File: src/rtl/vcatch_pkg.sv
package vcatch_pkg;

    // World of a fetch
    typedef enum logic {
        WORLD_SEC = 1'b0,
        WORLD_NS  = 1'b1
    } world_e;

    localparam int VC_SLOTS  = 8;
    localparam int VC_HOLE   = 5;
    localparam int VC_WORLDS = 2;

endpackage

File: src/rtl/vcatch_decode.sv
module vcatch_decode #(
    parameter int ADDR_W = 32,
    parameter int SLOTS  = 8,
    localparam int SLOT_W = $clog2(SLOTS)
) (
    input  logic [ADDR_W-1:0] base_i,
    input  logic [ADDR_W-1:0] addr_i,
    output logic              hit_o,
    output logic [SLOT_W-1:0] slot_o
);
    localparam int SPAN_W = SLOT_W + 2;

    logic [ADDR_W-1:0] offs;

    always_comb begin
        offs   = addr_i - base_i;
        hit_o  = (offs[1:0] == 2'b00) && (offs[ADDR_W-1:SPAN_W] == '0);
        slot_o = offs[SPAN_W-1:2];
    end
endmodule

File: src/rtl/vcatch_hits.sv
module vcatch_hits #(
    parameter int ID_W = 4,
    localparam int DEPTH = 1 << ID_W
) (
    input  logic            clk,
    input  logic            rst_n,
    input  logic            clear_all,
    input  logic            rd_clr,
    input  logic [ID_W-1:0] rd_idx,
    output logic            rd_val,
    input  logic            set_we,
    input  logic [ID_W-1:0] set_idx,
    input  logic            set_val
);
    logic [DEPTH-1:0] pend_d, pend_q;

    always_comb begin
        pend_d = pend_q;
        if (clear_all) begin
            pend_d = '0;
        end else begin
            if (rd_clr) pend_d[rd_idx] = 1'b0;
            if (set_we) pend_d[set_idx] = set_val;
        end
        rd_val = pend_q[rd_idx];
    end

    always_ff @(posedge clk) begin
        if (!rst_n) pend_q <= '0;
        else        pend_q <= pend_d;
    end
endmodule

File: src/rtl/vcatch_unit.sv
module vcatch_unit
    import vcatch_pkg::*;
#(
    parameter int ADDR_W = 32,
    parameter int ID_W   = 4,
    parameter int SLOTS  = VC_SLOTS,
    parameter int HOLE   = VC_HOLE,
    localparam int SLOT_W = $clog2(SLOTS),
    localparam int CFG_W  = VC_WORLDS * SLOTS
) (
    input  logic              clk,
    input  logic              rst_n,
    input  logic              cfg_we,
    input  logic [CFG_W-1:0]  cfg_wdata,
    output logic [CFG_W-1:0]  cfg_rdata,
    input  logic [ADDR_W-1:0] sec_base,
    input  logic [ADDR_W-1:0] ns_base,
    input  logic              fetch_vld,
    input  logic [ADDR_W-1:0] fetch_addr,
    input  logic              fetch_ns,
    input  logic [ID_W-1:0]   fetch_id,
    input  logic              commit_vld,
    input  logic [ID_W-1:0]   commit_id,
    input  logic              flush,
    output logic              catch_evt
);
    localparam logic [CFG_W-1:0] CFG_MASK =
        ~((CFG_W'(1) << HOLE) | (CFG_W'(1) << (SLOTS + HOLE)));

    typedef struct packed {
        logic [CFG_W-1:0] cfg;
        logic             evt;
    } st_t;

    st_t st_d, st_q;

    logic [VC_WORLDS-1:0] dec_hit;
    logic [SLOT_W-1:0]    dec_slot [VC_WORLDS];
    world_e               world;
    logic                 rec_hit;
    logic                 pend_rd;

    // One decoder per world, each against its own base
    for (genvar w = 0; w < VC_WORLDS; w++) begin : g_world
        vcatch_decode #(
            .ADDR_W(ADDR_W),
            .SLOTS (SLOTS)
        ) u_dec (
            .base_i(w == int'(WORLD_NS) ? ns_base : sec_base),
            .addr_i(fetch_addr),
            .hit_o (dec_hit[w]),
            .slot_o(dec_slot[w])
        );
    end

    always_comb begin
        world   = world_e'(fetch_ns);
        rec_hit = dec_hit[world] && st_q.cfg[{world, dec_slot[world]}];
    end

    vcatch_hits #(
        .ID_W(ID_W)
    ) u_hits (
        .clk      (clk),
        .rst_n    (rst_n),
        .clear_all(flush),
        .rd_clr   (commit_vld),
        .rd_idx   (commit_id),
        .rd_val   (pend_rd),
        .set_we   (fetch_vld),
        .set_idx  (fetch_id),
        .set_val  (rec_hit)
    );

    always_comb begin
        st_d     = st_q;
        st_d.evt = commit_vld && !flush && pend_rd;
        if (cfg_we) st_d.cfg = cfg_wdata & CFG_MASK;
    end

    always_ff @(posedge clk) begin
        if (!rst_n) st_q <= '0;
        else        st_q <= st_d;
    end

    assign cfg_rdata = st_q.cfg;
    assign catch_evt = st_q.evt;
endmodule

File: config.mk
export PLATFORM = sky130hd
export DESIGN_NAME = vcatch_unit
export DESIGN_NICKNAME = d
export VERILOG_FILES = /design/src/rtl/vcatch_pkg.sv /design/src/rtl/vcatch_decode.sv /design/src/rtl/vcatch_hits.sv /design/src/rtl/vcatch_unit.sv
export SDC_FILE = /design/constraint.sdc
export NUM_CORES = 1
export LEC_CHECK = 0
export ABC_AREA = 1
export CORE_ASPECT_RATIO = 0.5
export CORE_MARGIN = 8
export CORE_UTILIZATION = 54
export DETAILED_ROUTE_END_ITERATION = 12
export GPL_TIMING_DRIVEN = 0
export PLACE_DENSITY = 0.84
export SLEW_MARGIN = 5
export SYNTH_ARGS = -nofsm -noshare
export SYNTH_HDL_FRONTEND = slang
export SYNTH_SLANG_ARGS = --single-unit
File: constraint.sdc
create_clock -name clk -period 2.8 [get_ports clk]
set_input_delay 0.56 -clock clk [delete_from_list [all_inputs] [get_ports clk]]
set_output_delay 0.56 -clock clk [all_outputs]
set_load 0.02 [all_outputs]
==> run_results.csv, run 1 <==
group,metric,value,unit
status,outcome,"stopped before the end",
status,haltStage,"global routing (5_1_grt)",
status,tool.error,"[ERROR GRT-0232] Routing congestion too high. Check the congestion heatmap in the GUI.",
logic_synthesis,synth_largest_area_cell,"nand2_1",
logic_synthesis,synth.most_common_cell,"nand2_1",
logic_synthesis,synth_top_cell_area_share,26.03,%
place,gp_congestion,0.9572,
logic_synthesis,synth_area,6805,sq um
logic_synthesis,ys.flop_type,"dfxtp_1",
global_route,grt_overflow,1009,
clocking,root_buffer,"clkbuf_16",
clocking,clockBufferDepth,2,
sta,worstEndpointGrtRepair,"u_hits.pend_q[4]$_SDFF_PP0_/D",
place,dp_hpwl,20060,microns
logic_synthesis,yosysSeqAreaShare,9.119,%
floorplanning,die_width,174.8,microns
logic_synthesis,synth.avg_cell_area,5.015,sq um
clocking,cts_sinks,31,
floorplanning,rows,29,
floorplanning,die_h,95.38,microns
clocking,hold_buffers,0,
logic_synthesis,async_flop_share,0,%
logic_synthesis,ys_types,42,
place,port_buffers,139,
logic_synthesis,synth-edff-count,0,
logic_synthesis,ys_seq_elements,31,
place,place_area,8413,sq um
logic_synthesis,synth_commonest_cells,"472 x nand2_1, 313 x inv_1, 157 x nor2_1",
logic_synthesis,synthTopCellsByArea,"nand2_1 26%, inv_1 17%, ha_1 11%, dfxtp_1 9.1%, nor2_1 8.7%",
clocking,cts_made_buffers,5,
logic_synthesis,syn_inst,1357,
global_route,grt_usage,87.33,%
logic_synthesis,yosysWarnings,0,
clocking,ctsHtreeMaxLevel,2,
sta,worst_endpoint_kind,"register input",
floorplanning,start_util,54.52,%
floorplanning,boundaryPins,144,
global_route,grt_max_degree,11,
[per-stage QoR]
stage	setup slack (ps)	hold WS [ps]	instances
after detailed placement	-859.9	480.3	1667
after global placement	-718.1	460.9	1667
after floorplan	386.8	527.9	1358
after CTS	-11.53	499.7	1728
[cell families after synthesis]
| logic type | count (synthesis) | synth area share [%] |
|---|---|---|
| DFF | 31 | 9.119 |
| adders and majority gates | 62 | 11.40 |
| AOI/OAI and AO/OA | 164 | 13.90 |
| other | 1 | 0.05510 |
| xor gates and xnor gates | 8 | 1.029 |
| and+or+nand+nor | 769 | 46.52 |
| buffers and inverters | 322 | 17.98 |
[repair_timing]
| action | 4_1_cts |
|---|---|
| endpoints found under the setup margin | 16 |
| gates resized for setup | 401 |
| buffers inserted | 52 |
| pin swaps | 129 |
| cloned | 1 |
[metal layers]
layer | global-route usage (%) | GRT overflow
met4 | 97.20 | 202
met3 | 71.23 | 17
met5 | 27.78 | 3
met1 | 77.56 | 14
met2 | 116.3 | 773
==> run 2: changes to the inputs <==
CORE_ASPECT_RATIO = default   (was 0.5)
CORE_UTILIZATION = 40   (was 54)
PLACE_DENSITY = default   (was 0.84)
PLACE_DENSITY_LB_ADDON = 0.15   (was default)
==> run_results.csv, run 2 <==
group,metric,value,unit
sta,slew_viol_final,0,
sta,hold_viol,0,
place,place_ws,-721.2,ps
sta,fmax,357.5,MHz
floorplanning,die_width,146.4,microns
worst_setup_path,arrival,3010,ps
logic_synthesis,ys_seq_elements,31,
clocking,hold_buffers,0,
floorplanning,coreArea,16580,sq um
logic_synthesis,ys_types,42,
detailed_routing,wl,28540,microns
logic_synthesis,synth_commonest_cells,"472 x nand2_1, 313 x inv_1, 157 x nor2_1",
worst_setup_path,critPathBufInv,4,
final_layout,largest_reg_flops,16,
detailed_routing,antenna_left,0,
worst_hold_path,min_path_type,"flip-flop to flip-flop",
worst_setup_path,critPathLaunchType,"input pin",
worst_setup_path,r2r_cells,9,
power,irDropWorstVdd,0.0003792,V
final_layout,nets,1759,
floorplanning,boundaryPins,144,
logic_synthesis,async_flop_share,0,%
floorplanning,start_util,41.04,%
flow_run,drv_cap,0,
floorplanning,die_area,21440,sq um
final_layout,final_cells,1799,
worst_setup_path,critPathMaxStageDelay,450,ps
logic_synthesis,synth_largest_area_cell,"nand2_1",
detailed_routing,post_drt_wl_per_cell,15.86,microns
global_route,grt_pass1_vias,7902,
final_layout,top_register,"u_hits.pend_q",
worst_setup_path,cp_common_cell,"nand2_1",
logic_synthesis,synthTopCellsByArea,"nand2_1 26%, inv_1 17%, ha_1 11%, dfxtp_1 9.1%, nor2_1 8.7%",
worst_hold_path,min_path_cells,2,
worst_setup_path,cp-end-kind,"flip-flop",
detailed_routing,firstDrtPassIters,7,
sta,final-setup-viol-count,0,
clocking,root_buffer,"clkbuf_16",
sta,hold_slack,470.3,ps
global_route,antenna_found_initial,13,
worst_setup_path,critPathMaxFanout,8,
clocking,clk_pin_slew,50,ps
worst_setup_path,path_class,"input pin to flip-flop",
detailed_routing,drt_iter0_drc,612,
worst_setup_path,reg2reg_slack,1430,ps
clocking,clk_latency,280,ps
power,p_leak,6.482,nW
worst_setup_path,critPathRequiredTime,3010,ps
detailed_routing,drcViolationCount,0,
logic_synthesis,synth_area,6805,sq um
clocking,cts_made_buffers,5,
final_layout,utilization,72.52,%
sta,period_minus_slack,2797,ps
place,gp_congestion,0.9583,
status,outcome,"finished, final reports clean",
detailed_routing,via_count,9263,
worst_setup_path,cp_cell_sequence,"clkdlybuf4s50_1 > inv_1 > ha_4 > inv_1 > nor3_4 > o21ai_0 > nand3_1 > nor2_1 > nand2_1 > nand2_1 > nand2_2 > nand3_2 > nor2_1 > nand2_1 > nand2_4 > nand2_8 > clkbuf_16 > a21oi_2",
logic_synthesis,synth.avg_cell_area,5.015,sq um
sta,timing.final.ws_setup,2.701,ps
worst_setup_path,reg2reg_to,"u_hits.pend_q[12]$_SDFF_PP0_",
detailed_routing,avgViaCountPerCell,5.149,
floorplanning,die_h,146.4,microns
worst_hold_path,whs_endpoint,"cfg_rdata[8]$_SDFFE_PN0P_",
worst_setup_path,crit_family,"simple AND/OR/NAND/NOR gates",
place,dp.cells,1717,
floorplanning,rows,47,
final_layout,most-common-layout-cells,"283 x nand2_1, 204 x inv_1, 111 x nand2_2",
global_route,grt_usage,21.69,%
sta,fin_crit_sh,99.90,%
logic_synthesis,synth_top_cell_area_share,26.03,%
worst_setup_path,critPathSlowestCell,"clkdlybuf4s50_1",
logic_synthesis,ys.flop_type,"dfxtp_1",
logic_synthesis,synth-edff-count,0,
final_layout,drive_gt1_share,39.90,%
worst_setup_path,path_depth,18,
clocking,cts_sinks,31,
clocking,ctsHtreeMaxLevel,2,
place,dp_hpwl,20290,microns
global_route,grt_first_pass_wirelength,38810,microns
clocking,cts_tree,"done",
final_layout,mostFrequentLayoutCell,"nand2_1",
logic_synthesis,syn_inst,1357,
sta,finalClockSkew,3.253,ps
clocking,clockBufferDepth,2,
global_route,grt_overflow,0,
logic_synthesis,yosysSeqAreaShare,9.119,%
logic_synthesis,yosysWarnings,0,
worst_hold_path,min_from,"cfg_rdata[8]$_SDFFE_PN0P_",
logic_synthesis,synth.most_common_cell,"nand2_1",
power,powerDensity,279.8,nW/um^2
place,port_buffers,139,
global_route,grt_max_degree,11,
final_layout,syn2layout_area_growth,76.72,%
worst_setup_path,r2r-start,"cfg_rdata[12]$_SDFFE_PN0P_",
[run 2: worst max-delay path by stage]
stage                        start                      endpoint
floorplan             sec_base[10]   u_hits.pend_q[6]$_SDFF_PP0_
global placement    fetch_addr[16]   u_hits.pend_q[9]$_SDFF_PP0_
detailed placement  fetch_addr[14]   u_hits.pend_q[8]$_SDFF_PP0_
CTS                 fetch_addr[26]   u_hits.pend_q[8]$_SDFF_PP0_
global route           ns_base[30]  u_hits.pend_q[14]$_SDFF_PP0_
finish                 ns_base[30]  u_hits.pend_q[12]$_SDFF_PP0_
[run 2: report_power, final]
| group | switching, W | internal, W | total, W |
|---|---|---|---|
| combinational | 0.00140 | 0.00100 | 0.00240 |
| clock | 0.000178 | 0.000318 | 0.000497 |
| sequential | 0.0000113 | 0.000458 | 0.000470 |
[run 2: what timing repair did]
action,CTS,global route
resized for setup,155,683
pin swaps,15,265
buffers inserted,2,62
gates cloned,0,2
endpoints found under the setup margin,16,16
[run 2: final cells by class]
| type | count | area (sq um) |
|---|---|---|
| fill | 1265 | 4557 |
| timing repair buffer | 204 | 2026 |
| buffer | 7 | 50.05 |
| timing repair inverter | 1 | 7.507 |
| antenna | 10 | 25.02 |
| clock buffer | 6 | 128.9 |
| sequential | 31 | 620.6 |
| tap | 220 | 275.3 |
| multi-input combinational | 1005 | 7684 |
| inverter | 315 | 1210 |
[run 2: layer usage]
metal	track usage [%]	wire, microns	vias to the layer above
met5	0	57	-
met4	5.616	920	10
met3	6.366	2447	75
met2	35.09	13430	376
met1	27.53	11680	4174
li1	-	-	4628
[run 2: cell families (layout without fill, tap and decap cells)]
kind of cell	Yosys count	after routing	synth area share, %
flops	31	31	9.119
fa+ha+maj	62	62	11.40
xor+xnor	8	8	1.029
compound gates	164	164	13.90
simple gates	769	769	46.52
other cells	1	12	0.05510
buf+inv	322	533	17.98
[run 2: worst reg2reg max path: stages, from the launching register on]
cell and delay [ps]:
dfxtp_1 380, nand2_1 70, nand2_1 50, o211ai_1 70
o21ai_1 130, nor2_1 80, nor2_4 160, nand2_8 100
clkbuf_16 180, a21oi_2 100
[run 2: stage by stage]
step	setup TNS [ps]	instance area, sq um	power (W)
3_5_place_dp	-10440	8476	0.001913
2_1_floorplan	0	6809	0.001425
3_3_place_gp	-10220	8476	0.001907
6_report	0	12030	0.003365
4_1_cts	-1039	9462	0.002604
5_1_grt	-1194	12020	0.003572
Note: power is estimated with default switching activity, not from simulation.
==> run 3: changes to the inputs <==
CORE_MARGIN = 2   (was 8)
CTS_CLUSTER_SIZE = 14   (was default)
==> run_results.csv, run 3 (synthesized netlist as in run 2, its figures left out) <==
group,metric,value,unit
place,dp_hpwl,19670,microns
worst_setup_path,critPathMaxStageDelay,480,ps
global_route,grt_usage,25.87,%
place,gp_congestion,0.9018,
detailed_routing,via_count,9209,
detailed_routing,wl,27500,microns
detailed_routing,drt_iter0_drc,578,
final_layout,most-common-layout-cells,"270 x nand2_1, 213 x inv_1, 120 x nand2_2",
sta,fmax,363.4,MHz
final_layout,syn2layout_area_growth,77.18,%
clocking,clockBufferDepth,2,
clocking,root_buffer,"clkbuf_16",
global_route,grt_overflow,0,
place,port_buffers,139,
worst_setup_path,critPathSlowestCell,"clkdlybuf4s50_1",
floorplanning,start_util,41.04,%
clocking,clk_latency,280,ps
detailed_routing,post_drt_wl_per_cell,15.31,microns
final_layout,top_register,"u_hits.pend_q",
worst_hold_path,min_path_type,"flip-flop to flip-flop",
worst_setup_path,r2r_cells,8,
worst_setup_path,critPathRequiredTime,3020,ps
worst_setup_path,critPathLaunchType,"input pin",
worst_setup_path,critPathMaxFanout,8,
detailed_routing,antenna_left,0,
power,irDropWorstVdd,0.0004619,V
clocking,hold_buffers,0,
final_layout,final_area,12060,sq um
final_layout,largest_reg_flops,16,
clocking,cts_made_buffers,5,
worst_hold_path,min_path_cells,2,
worst_setup_path,arrival,2970,ps
worst_hold_path,min_from,"cfg_rdata[8]$_SDFFE_PN0P_",
worst_setup_path,r2r-start,"cfg_rdata[14]$_SDFFE_PN0P_",
sta,hold_viol,0,
sta,period_minus_slack,2751,ps
worst_setup_path,cp_common_cell,"nand2_1",
final_layout,nets,1760,
sta,fin_crit_sh,98.27,%
global_route,grt_first_pass_wirelength,38350,microns
power,finalPower,0.003455,W
place,place_ws,-739.3,ps
floorplanning,rows,47,
worst_setup_path,reg2reg_slack,1330,ps
clocking,cts_sinks,31,
worst_setup_path,path_class,"input pin to flip-flop",
worst_hold_path,whs_endpoint,"cfg_rdata[8]$_SDFFE_PN0P_",
floorplanning,boundaryPins,144,
clocking,cts_tree,"done",
sta,slew_viol_final,0,
final_layout,mostFrequentLayoutCell,"nand2_1",
power,powerDensity,286.6,nW/um^2
detailed_routing,drcViolationCount,0,
sta,final-setup-viol-count,0,
detailed_routing,firstDrtPassIters,5,
floorplanning,die_h,134.4,microns
final_layout,drive_gt1_share,41.31,%
detailed_routing,avgViaCountPerCell,5.128,
clocking,clk_pin_slew,50,ps
worst_setup_path,reg2reg_to,"u_hits.pend_q[8]$_SDFF_PP0_",
worst_setup_path,cp_cell_sequence,"clkdlybuf4s50_1 > inv_2 > ha_4 > inv_2 > nor3_4 > nand2_2 > nor2_1 > nand2_1 > nand2_1 > nand2_1 > nand2_1 > nand3_1 > nor2_1 > nand3_2 > nand2_4 > nand2_8 > clkbuf_16 > a21oi_2",
flow_run,drv_cap,0,
sta,timing.final.ws_setup,48.51,ps
power,p_leak,6.513,nW
global_route,antenna_found_initial,8,
sta,finalClockSkew,7.831,ps
worst_setup_path,cp-end-kind,"flip-flop",
place,place_area,8476,sq um
floorplanning,die_width,134.4,microns
clocking,ctsHtreeMaxLevel,2,
status,outcome,"finished, final reports clean",
floorplanning,coreArea,16580,sq um
global_route,grt_max_degree,11,
floorplanning,die_area,18070,sq um
global_route,grt_pass1_vias,8033,
## run 3: cell types whose count changed in the layout (fill, tap and decap cells not counted), sizes merged
cell | before | now
clkbuf | 22 | 32
dlygate4sd2 | 8 | 2
diode | 10 | 5
dlymetal6s2s | 70 | 65
clkdlybuf4s50 | 48 | 50
buf | 67 | 68
bufinv | 0 | 1
clkdlybuf4s15 | 2 | 1
## run 3: area by class of cell
class                           instances  area, sq um
Buffer                                  7        50.05
Inverter                              315         1217
Clock inverter                          1        30.03
Tap cell                              220        275.3
Fill cell                            1288         4526
Sequential cell                        31        620.6
Timing Repair Buffer                  205         1971
Antenna cell                            5        12.51
Timing Repair inverter                  1        7.507
Clock buffer                            6        128.9
Multi-Input combinational cell       1005         7745
## run 3: stage by stage
stage | instances | utilization, % | setup TNS, ps | hold slack (ps)
2_1_floorplan | 1358 | - | 0 | 527.9
3_3_place_gp | 1717 | 51.11 | -10940 | 462.9
3_5_place_dp | 1717 | 51.11 | -10760 | 476.0
4_1_cts | 1731 | 56.81 | -1079 | 484.1
5_1_grt | 1794 | 72.68 | -686.8 | 520.8
6_report | 1796 | 72.71 | 0 | 474.3
## run 3: power breakdown
part / leakage [nW] / internal [W] / switching (W)
clock network: 0.0770 / 0.000414 / 0.000184
registers: 0.254 / 0.000458 / 0.0000111
logic: 6.18 / 0.000994 / 0.00139
## run 3: timing repair
action,CTS,global route
hold endpoints to repair,0,0
pin swaps,16,272
resized for setup,144,722
gates cloned,0,2
setup buffers,7,58
endpoints found under the setup margin,16,16
## run 3: worst max path at each step
stage	to	slack (ps)	from
after floorplan	u_hits.pend_q[6]$_SDFF_PP0_	390	sec_base[10]
final	u_hits.pend_q[8]$_SDFF_PP0_	50	sec_base[30]
after detailed placement	u_hits.pend_q[9]$_SDFF_PP0_	-740	fetch_addr[14]
after CTS	u_hits.pend_q[9]$_SDFF_PP0_	-120	sec_base[13]
after global placement	u_hits.pend_q[9]$_SDFF_PP0_	-750	fetch_addr[14]
after global routing	u_hits.pend_q[6]$_SDFF_PP0_	-80	ns_base[12]
## run 3: critical path: cells and delay by family
family | cells | cell delay (ps)
compound gates | 1 | 100
simple gates | 12 | 1270
fa+ha+maj | 1 | 270
buf+inv | 4 | 750
## run 3: routing by layer
layer | global-route usage, % | wire [microns]
met1 | 32.27 | 11380
met2 | 44.73 | 13130
met3 | 6.198 | 2040
met4 | 6.491 | 935
met5 | 0 | 19
